File: src/rtl/bcd_divider_pkg.sv
package bcd_divider_pkg;
    localparam int DIGW = 4;
    localparam logic [DIGW-1:0] DIG_MAX = 4'd9;

    typedef enum logic {
        ST_LOAD = 1'b0,
        ST_RUN  = 1'b1
    } div_state_e;
endpackage

File: src/rtl/bcd_word_check.sv
module bcd_word_check
    import bcd_divider_pkg::*;
#(
    parameter int NDIG = 4
) (
    input  logic [NDIG*DIGW-1:0] word_i,
    output logic                 ok_o
);
    logic [NDIG-1:0] dig_ok;

    for (genvar g = 0; g < NDIG; g++) begin : g_dig
        assign dig_ok[g] = (word_i[g*DIGW +: DIGW] <= DIG_MAX);
    end

    assign ok_o = (&dig_ok) && (|word_i);
endmodule

File: src/rtl/bcd_halve.sv
module bcd_halve
    import bcd_divider_pkg::*;
#(
    parameter int NDIG = 4
) (
    input  logic [NDIG*DIGW-1:0] word_i,
    output logic [NDIG*DIGW-1:0] half_o
);
    // Each digit is halved; an odd digit above it contributes 5.
    for (genvar g = 0; g < NDIG; g++) begin : g_dig
        logic [DIGW-1:0] base;
        logic            odd_up;
        assign base = word_i[g*DIGW +: DIGW] >> 1;
        if (g == NDIG - 1) begin : g_top
            assign odd_up = 1'b0;
        end else begin : g_mid
            assign odd_up = word_i[(g+1)*DIGW];
        end
        assign half_o[g*DIGW +: DIGW] = base + (odd_up ? DIGW'(5) : DIGW'(0));
    end
endmodule

File: src/rtl/bcd_decade.sv
module bcd_decade
    import bcd_divider_pkg::*;
#(
    parameter logic [DIGW-1:0] START = '0
) (
    input  logic            clk_i,
    input  logic            rst_ni,
    input  logic            restart_i,
    input  logic            inc_i,
    output logic [DIGW-1:0] digit_o,
    output logic            carry_o
);
    logic [DIGW-1:0] digit_q;

    always_ff @(posedge clk_i or negedge rst_ni) begin
        if (!rst_ni) begin
            digit_q <= '0;
        end else if (restart_i) begin
            digit_q <= START;
        end else if (inc_i) begin
            digit_q <= (digit_q == DIG_MAX) ? '0 : digit_q + 1'b1;
        end
    end

    assign digit_o = digit_q;
    assign carry_o = inc_i && (digit_q == DIG_MAX);
endmodule

File: src/rtl/bcd_divider.sv
module bcd_divider
    import bcd_divider_pkg::*;
#(
    parameter int NDIG     = 4,
    parameter int TOP_BITS = 2
) (
    input  logic                                  clk_i,
    input  logic                                  rst_ni,
    input  logic [TOP_BITS+DIGW*(NDIG-1)-1:0]     prog_i,
    output logic                                  term_o,
    output logic                                  half_o,
    output logic                                  bad_o
);
    localparam int PW = TOP_BITS + DIGW * (NDIG - 1);
    localparam int CW = DIGW * NDIG;

    div_state_e     state_q, state_d;
    logic [CW-1:0]  prog_ext;
    logic [CW-1:0]  half_w;
    logic           word_ok;
    logic [CW-1:0]  mod_q;
    logic [CW-1:0]  half_q;
    logic [CW-1:0]  cnt_w;
    logic [NDIG:0]  inc_chain;
    logic           run_w;
    logic           at_term;
    logic           restart;
    logic           load_en;
    logic           bad_q;

    assign prog_ext = CW'(prog_i);

    bcd_word_check #(.NDIG(NDIG)) u_check (
        .word_i (prog_ext),
        .ok_o   (word_ok)
    );

    bcd_halve #(.NDIG(NDIG)) u_halve (
        .word_i (prog_ext),
        .half_o (half_w)
    );

    assign run_w   = (state_q == ST_RUN);
    assign at_term = (cnt_w == mod_q);

    // State register
    always_ff @(posedge clk_i or negedge rst_ni) begin
        if (!rst_ni) state_q <= ST_LOAD;
        else         state_q <= state_d;
    end

    // Next state and control
    always_comb begin
        state_d = state_q;
        restart = 1'b0;
        load_en = 1'b0;
        unique case (state_q)
            ST_LOAD: begin
                if (word_ok) begin
                    state_d = ST_RUN;
                    restart = 1'b1;
                    load_en = 1'b1;
                end
            end
            ST_RUN: begin
                if (at_term) begin
                    restart = 1'b1;
                    load_en = word_ok;
                end
            end
        endcase
    end

    always_ff @(posedge clk_i or negedge rst_ni) begin
        if (!rst_ni) begin
            mod_q  <= '0;
            half_q <= '0;
        end else if (load_en) begin
            mod_q  <= prog_ext;
            half_q <= half_w;
        end
    end

    always_ff @(posedge clk_i or negedge rst_ni) begin
        if (!rst_ni) bad_q <= 1'b0;
        else         bad_q <= !word_ok;
    end

    // Cascaded decade counter
    assign inc_chain[0] = run_w && !at_term;

    for (genvar g = 0; g < NDIG; g++) begin : g_stage
        bcd_decade #(.START((g == 0) ? DIGW'(1) : DIGW'(0))) u_dec (
            .clk_i     (clk_i),
            .rst_ni    (rst_ni),
            .restart_i (restart),
            .inc_i     (inc_chain[g]),
            .digit_o   (cnt_w[g*DIGW +: DIGW]),
            .carry_o   (inc_chain[g+1])
        );
    end

    // Outputs
    always_comb begin
        term_o = 1'b0;
        half_o = 1'b0;
        unique case (state_q)
            ST_LOAD: begin
                term_o = 1'b0;
                half_o = 1'b0;
            end
            ST_RUN: begin
                term_o = at_term;
                half_o = (cnt_w <= half_q);
            end
        endcase
    end

    assign bad_o = bad_q;
endmodule

File: config.mk
export PLATFORM = sky130hd
export DESIGN_NAME = bcd_divider
export DESIGN_NICKNAME = d
export VERILOG_FILES = /design/src/rtl/bcd_divider_pkg.sv /design/src/rtl/bcd_word_check.sv /design/src/rtl/bcd_halve.sv /design/src/rtl/bcd_decade.sv /design/src/rtl/bcd_divider.sv
export SDC_FILE = /design/constraint.sdc
export NUM_CORES = 1
export LEC_CHECK = 0
export ABC_CLOCK_PERIOD_IN_PS = 3900
export BUFFER_PORTS_ARGS = -buffer_cell sky130_fd_sc_hd__buf_2
export CAP_MARGIN = 5
export CELL_PAD_IN_SITES_DETAIL_PLACEMENT = 1
export CELL_PAD_IN_SITES_GLOBAL_PLACEMENT = 1
export CORE_AREA = 4 4 89 91
export CTS_CLUSTER_SIZE = 14
export DETAILED_ROUTE_END_ITERATION = 8
export DIE_AREA = 0 0 93 95
export PLACE_DENSITY_LB_ADDON = 0.1
export SYNTH_ARGS = -nofsm -noshare
export SYNTH_HDL_FRONTEND = slang
export SYNTH_SLANG_ARGS = --single-unit
export TNS_END_PERCENT = 20
File: constraint.sdc
create_clock -name clk_i -period 3.9 [get_ports clk_i]
set_input_delay 0.585 -clock clk_i [delete_from_list [all_inputs] [get_ports clk_i]]
set_output_delay 0.585 -clock clk_i [all_outputs]
set_load 0.05 [all_outputs]
# ---- After elaboration in Yosys (flattened, before gate mapping)
# Index checks and enable logic that the tools add are counted.
dict set report totals {
  register_bits 45
  input_bits 16
  output_inout_bits 3
  word_cells 62
}
dict set report op_classes {
  add_sub_neg 7
  magnitude_cmp 5
  n_eq_ne 5
  muxes 23
  n_bitwise 1
  n_reduce_logical 13
}
# cell n
set ops {}
lappend ops {{two-way mux 4 bit} 12}
lappend ops {{adder 4 x 1 -> 4 bit (second input constant)} 4}
lappend ops {{equality test 16 x 14 -> 1 bit} 1}
lappend ops {{equality test 4 bit (second input constant)} 4}
lappend ops {{less-or-equal comparator 16 x 13 -> 1 bit} 1}
lappend ops {{OR reduction 14 bit} 1}
lappend ops {{adder 3 x 4 -> 4 bit} 3}
lappend ops {{less-or-equal comparator 4 bit (second input constant)} 3}
lappend ops {{two-way mux 3 bit} 3}
lappend ops {{case mux 1 bit (2 select lines)} 4}
lappend ops {{nonzero test 2 bit} 4}
lappend ops {{logical AND 1 bit} 5}
lappend ops {{less-or-equal comparator 2 x 4 -> 1 bit (second input constant)} 1}
lappend ops {{two-way mux 1 bit} 4}
lappend ops {{AND reduction 4 bit} 1}
lappend ops {{zero test 1 bit} 2}
lappend ops {{NOT 1 bit} 1}

# ---- Longest topological paths before layout
# Gate-level depths: netlist (run 1).
dict set report depth {
  ltp_word 8
  mapped_depth 7
  depth_no_buf 7
}

# ---- By module
# From an unflattened synthesis (run 1), not the netlist that was laid out.
dict set report hier_totals {
  cells_unflattened 281
  hier_area_um2 3136.8
}
# module instances cells_each area_per_inst_um2 seq_area_each_um2
set by_module_without_submodules {}
lappend by_module_without_submodules {bcd_divider 1 147 1904.3 800.8}
lappend by_module_without_submodules {{bcd_decade (g_stage[1].u_dec ...)} 3 26 241.5 100.1}
lappend by_module_without_submodules {{bcd_decade (g_stage[0].u_dec)} 1 25 245.2 100.1}
lappend by_module_without_submodules {bcd_halve 1 20 198.9 0.0}
lappend by_module_without_submodules {bcd_word_check 1 11 63.8 0.0}

# ---- Worst setup path before layout (run 1)
# Ideal clock, no wire load.
dict set report synth_timing {
  path_kind {reg-to-output}
  start {register g_stage[2].u_dec.digit_q[0]}
  end {output half_o}
  arrival_ps 3809
  t_required_ps 3315
  slack_ps -494
  stages_incl_launch_ff 7
  path_buffers 0
  path_cell_list {dfrtp_1 > ha_1 > nand4_1 > or3_1 > nor2_1 > a21oi_1 > a2111oi_0}
}
dict set report synth_between {
  elab_chain_cells 2
}
# item line_no
set synth_lines {}
lappend synth_lines {{from (decl)} bcd_decade.sv:13} ;# logic [DIGW-1:0] digit_q;
lappend synth_lines {{from (signal assigned)} bcd_decade.sv:21} ;# digit_q <= (digit_q == DIG_MAX) ? '0 : digit_q + 1'b1;
lappend synth_lines {{less-or-equal comparator 16 x 13 -> 1 bit} bcd_divider.sv:114} ;# half_o = (cnt_w <= half_q);
lappend synth_lines {{case mux 1 bit (2 select lines)} bcd_divider.sv:107} ;# unique case (state_q)
lappend synth_lines {{to (decl)} bcd_divider.sv:11} ;# output logic half_o,
# No other way between the ends.

# ---- Worst setup path in the final report (run 1)
# Ends and elaborated chain as after synthesis.

==> results of run 1 <==
## state kept, by name, summed over array words and instances, names as in the netlist
| name | cells |
|---|---|
| bad_o | 1 |
| g_stage.u_dec.digit_o | 16 |
| half_q | 13 |
| mod_q | 13 |
| run_w | 1 |
## cell usage after synthesis (2+ instances only)
cell type / number
dfrtp_1: 44
ha_1: 30
inv_1: 23
a21oi_1: 14
mux2_4: 14
xor2_1: 14
o21ai_0: 11
nor2_1: 10
mux2_2: 8
mux2i_1: 8
nand2_1: 7
nand3_1: 6
nor4_1: 6
nor3_1: 5
a31oi_1: 4
and2_1: 4
nand4_1: 4
or4_1: 4
nor2b_1: 3
xnor2_1: 3
a21o_1: 2
a31o_2: 2
a41oi_1: 2
and3_1: 2
buf_6: 2
nand3b_1: 2
o22ai_1: 2
o32ai_1: 2
or3_1: 2
## kinds of logic (layout without fill, tap and decap cells)
kind of cell             after synthesis  count (layout)
flip-flops                            44              44
adder cells (fa/ha/maj)               30              30
AO/OA/AOI/OAI                         46              46
buffers and inverters                 26              49
multiplexers                          30              30
XOR/XNOR                              17              17
AND/OR/NAND/NOR                       62              62
## worst reg2reg max path: stages (launching register included)
cell	delay, ps
dfrtp_1	500
xor2_1	190
nor4_1	540
a41o_2	410
nand2_4	280
mux2_4	410
## worst paths after layout
| path | startpoint | to | slack, ps |
|---|---|---|---|
| min | rst_ni | mod_q[10]$_DFFE_PN0P_ | 470 |
| min in group clk_i | half_q[5]$_DFFE_PN0P_ | half_q[5]$_DFFE_PN0P_ | 520 |
| max | g_stage[2].u_dec.digit_o[0]$_DFFE_PN0P_ | half_o | 700 |
| max reg2reg | g_stage[3].u_dec.digit_o[0]$_DFFE_PN0P_ | half_q[8]$_DFFE_PN0P_ | 1460 |
| min reg2reg | half_q[5]$_DFFE_PN0P_ | half_q[5]$_DFFE_PN0P_ | 520 |
| max in group asynchronous | rst_ni | g_stage[3].u_dec.digit_o[3]$_DFFE_PN0P_ | 2810 |
## final cells by class
cell class | count | area share [%]
Clock buffer | 5 | 2.26
Tap cell | 99 | 4.07
Clock inverter | 2 | 0.411
Timing Repair Buffer | 19 | 3.21
Sequential cell | 44 | 36.2
Multi-Input combinational cell | 185 | 51.0
Inverter | 23 | 2.84
## power groups by stage
| stage | Sequential, mW | Clock (mW) | Combinational (mW) |
|---|---|---|---|
| 2_1_floorplan | 0.689 | 0 | 0.432 |
| 5_1_grt | 0.754 | 0.318 | 0.650 |
| 3_5_place_dp | 0.739 | 0 | 0.574 |
| 3_3_place_gp | 0.737 | 0 | 0.562 |
| 4_1_cts | 0.732 | 0.292 | 0.581 |
| 6_report | 0.729 | 0.281 | 0.571 |
## metrics by stage
stage | setup slack (ps) | power, mW | cell area (µm²)
floorplan | 186 | 1.12 | 2770
detailed placement | 1030 | 1.31 | 2960
global route | 499 | 1.72 | 3040
CTS | 676 | 1.61 | 3040
global placement | 1080 | 1.30 | 2960
finish | 700 | 1.58 | 3040
## metal layers
metal	wire (µm)	global-route usage (%)
met3	129	2.71
met5	0	0
met4	68	4.03
met1	3280	22.7
met2	3420	30.0
==> flow_summary.ini, run 1 <==
[status]
status = complete, no violations

[cells_and_area]
drive_gt1_share_pct = 19.8
insertedDiodeCount = 0
utilization_pct = 42.6
syn_to_final_growth_pct = 10.0
fillers = 847
multi_input_area_mm2 = 0.00155
final_cell_mix = dfrtp_1, ha_1, inv_1
regArea_mm2 = 0.00110
fin_nets = 324
final_cells = 377
layout_commonest_cell = dfrtp_1

[detailed_routing]
wl_per_cell_um = 18.3
firstDrtPassIters = 5
viasPerCell = 5.44
drt_iter0_drc = 50
ant_nets = 0
drc_errors = 0
drt-total-wl_mm = 6.90
vias = 2051

[floorplanning]
die-area_mm2 = 0.00884
core-area_mm2 = 0.00714
start_util_pct = 38.8
num_rows = 31
die_h_um = 95
boundaryPins = 19
die_x_um = 93

[yosys]
synth_top_area_share_pct = 39.8
synthAdderAreaFrac_pct = 13.6
synthMuxAreaShare_pct = 13.7
ys_ff_latch = 44
yosysTopAreaCell = dfrtp_1
synth.distinct_cells = 44
synthesis.nets = 301
ys_warn_count = 0
synth_top_flop_cell = dfrtp_1
syn-cell-area_mm2 = 0.00277
synth_cells = 255
synth.top_cells.by_area = dfrtp_1, ha_1, mux2_4
yosysSeqAreaShare_pct = 39.8
synth_top_family_by_area = multiplexers
synth_edf_count = 0
synth_xor_xnor_area_share_pct = 5.38
synth_compound_area_share_pct = 10.5
synth-simple-area-share_pct = 12.9
syn_area_per_cell_um2 = 10.8
ys_async_sr_fraction_pct = 100

[placement]
port_buffers = 18
place.gp.congestion = 0.806
place_hpwl_mm = 5.27
dp.cells = 370

[critical_path]
crit_cells = 7
cp_max_fo = 7
start_kind = flop
cp.buffers_inverters = 1
required_ps = 3310
worstPathCellList = ha_1 > nand4_1 > or3_1 > nor2_1 > a21oi_1 > a2111oi_1 > buf_2
end_kind = output pin
crit_arrival_ps = 2610
path_class = reg -> out
ff2ff_path_depth = 5
worst_path_max_delay_cell = dfrtp_1
crit_family = simple AND/OR/NAND/NOR gates
slowest_delay_ps = 480

[clock_network]
cts_num_sinks = 44
ctsHoldBuffers = 0
cts_max_path_buffers = 2
cts_tree = yes
post_cts_resized = 0
cts.reportedPaths.clkPinSlew_ps = 80
h-tree-depth = 2
cts-root-buf = clkbuf_8
post-cts-setup-buffer-count = 0
clock_latency_ps = 300
cts_buffers = 5

[sta]
holdWs_ps = 468
max_freq_mhz = 313
finClkSkew_ps = 9.39
min_period_over_period_pct = 82.0
fin_tns_setup_ps = 0
finalCriticalPeriod_ps = 3200
slew_headroom_pct = 31.2
setup_viol = 0
tightestPinTransition_ps = 1030
finalHoldViolCount = 0
slew_viol_final = 0
rsz0062_at_grt = false

[pwr]
switching_share_pct = 38.1
p_leak_nw = 1.52
power_frac_seq_pct = 46.1
ir_drop_mv = 0.166
switchingPower_uw = 602
p_clk_share_pct = 17.8
combinationalPowerShare_pct = 36.1
internal_power_uw = 978
pwr_density_cell_mw_per_mm2 = 519

[global_route]
grt-ovfl-total = 0
grt_usage_pct = 17.3
grt_pass1_vias = 2162
grt_max_degree = 45
antenna_found_initial = 0
grt_pass1_wl_mm = 11.6

[job]
cap_violations = 0

[hold_path]
hold_class = in -> async
Power figures use the tool's default switching activity.
==> run 2: changes to the inputs <==
--- a/config.mk
+++ b/config.mk
@@ -5,7 +5,7 @@
 export SDC_FILE = /design/constraint.sdc
 export NUM_CORES = 1
 export LEC_CHECK = 0
-export ABC_CLOCK_PERIOD_IN_PS = 3900
+export ABC_CLOCK_PERIOD_IN_PS = 2850
 export BUFFER_PORTS_ARGS = -buffer_cell sky130_fd_sc_hd__buf_2
 export CAP_MARGIN = 5
 export CELL_PAD_IN_SITES_DETAIL_PLACEMENT = 1
==> constraint.sdc (replaced) <==
create_clock -name clk_i -period 2.85 [get_ports clk_i]
set_input_delay 0.4275 -clock clk_i [delete_from_list [all_inputs] [get_ports clk_i]]
set_output_delay 0.4275 -clock clk_i [all_outputs]
set_load 0.05 [all_outputs]
==> flow_summary.ini, run 2 (synthesized netlist as in run 1, its figures left out) <==
[status]
status = complete, no violations

[placement]
dpl-instance-area_mm2 = 0.00305
place_hpwl_mm = 5.72
dp_slack_ps = 263
port_buffers = 18
place.gp.congestion = 0.787

[clock_network]
cts_buffers = 5
cts_tree = yes
cts_num_sinks = 44
cts.reportedPaths.clkPinSlew_ps = 90
ctsHoldBuffers = 0
clock_latency_ps = 310
cts-root-buf = clkbuf_8
h-tree-depth = 2
cts_max_path_buffers = 2

[floorplanning]
boundaryPins = 19
die-area_mm2 = 0.00884
start_util_pct = 38.8
die_h_um = 95
num_rows = 31
die_x_um = 93
core-area_mm2 = 0.00714

[detailed_routing]
drt-total-wl_mm = 7.26
wl_per_cell_um = 18.5
drt_iter0_drc = 55
vias = 2045
drc_errors = 0
ant_nets = 0
firstDrtPassIters = 4
viasPerCell = 5.22

[cells_and_area]
utilization_pct = 45.1
fin_nets = 338
insertedDiodeCount = 0
fillers = 802
regArea_mm2 = 0.00110
syn_to_final_growth_pct = 16.4
drive_gt1_share_pct = 26.6
largest_register_ffs = 16
design_area_mm2 = 0.00322
multi_input_area_mm2 = 0.00160
layout_commonest_cell = dfrtp_1
final_cell_mix = dfrtp_1, ha_1, inv_1

[critical_path]
required_ps = 2420
crit_arrival_ps = 2310
reg2reg_from = g_stage[3].u_dec.digit_o[0]$_DFFE_PN0P_
critPathLaunch = g_stage[0].u_dec.digit_o[1]$_DFFE_PN0P_
cp_max_fo = 5
path_class = reg -> out
start_kind = flop
end_kind = output pin

[sta]
finalCriticalPeriod_ps = 2740
slew_viol_final = 0
min_period_over_period_pct = 96.0
max_freq_mhz = 365
finalHoldViolCount = 0
finClkSkew_ps = 16.0
slew_headroom_pct = 48.6
tightestPinTransition_ps = 761
worst_slack_ps = 113
setup_viol = 0

[global_route]
grt_max_degree = 27
antenna_found_initial = 0
grt_usage_pct = 18.0
grtUsageMet2_pct = 30.1
busiest_layer = met2
grt-ovfl-total = 0
grt_pass1_vias = 2224
met1_usage_pct = 24.5
use_met3_pct = 2.95
grt_pass1_wl_mm = 12.0

[pwr]
ir_drop_mv = 0.313
p_leak_nw = 1.61
pwr_density_cell_mw_per_mm2 = 731

[hold_path]
hold_class = in -> async

[job]
cap_violations = 0
==> run 2: final timing paths <==
check | end | slack, ps | depth (start not counted)
hold / removal | half_q[10]$_DFFE_PN0P_ | 120 | 1
setup / recovery | half_o | 110 | 7
min in group clk_i | mod_q[0]$_DFFE_PN0P_ | 370 | 2
max in group asynchronous | g_stage[0].u_dec.digit_o[0]$_DFFE_PN0P_ | 2010 | 2
hold reg to reg | half_q[8]$_DFFE_PN0P_ | 520 | 1
setup reg to reg | half_q[8]$_DFFE_PN0P_ | 470 | 5
==> run 2: final cells by class <==
cell class	count	share of cell area (%)
clock buffer	6	2.56
clock inverter	2	0.466
inverter	23	2.68
multi-input combinational	185	49.7
sequential	44	34.2
tap	99	3.85
timing repair buffer	33	6.49
==> run 2: metrics by stage <==
stage | hold slack (ps) | total power [mW] | setup TNS [ps] | std cells
floorplan | 132 | 1.55 | 0 | 255
global placement | 475 | 1.85 | 0 | 379
detailed placement | 472 | 1.88 | 0 | 379
CTS | 134 | 2.33 | 0 | 387
global route | 156 | 2.55 | -2.56 | 392
finish | 116 | 2.35 | 0 | 392
==> run 2: report_power, final <==
part / switching (mW) / internal, mW
combinational: 0.495 / 0.463
clock: 0.240 / 0.197
sequential: 0.165 / 0.794
==> run 2: repair_timing <==
| item | CTS | global route |
|---|---|---|
| pin swaps | 0 | 5 |
| buffers inserted | 0 | 5 |
| resized for setup | 3 | 6 |
| setup endpoints to repair | 1 | 1 |
==> run 2: routing by layer <==
metal | routed length (µm) | share of wire (%) | up-vias
li1 | - | - | 1001
met1 | 3480 | 48 | 1001
met2 | 3500 | 48 | 36
met3 | 184 | 2.5 | 7
met4 | 89 | 1.2 | 0
met5 | 0 | 0 | -
==> run 2: worst max-delay path, stage by stage, from the launching register on <==
cell and delay, ps:
dfrtp_1 460, ha_4 240, nor2b_1 130, o211ai_1 290, a21o_1 190, o2111ai_2 140
a2111oi_4 350, buf_6 210
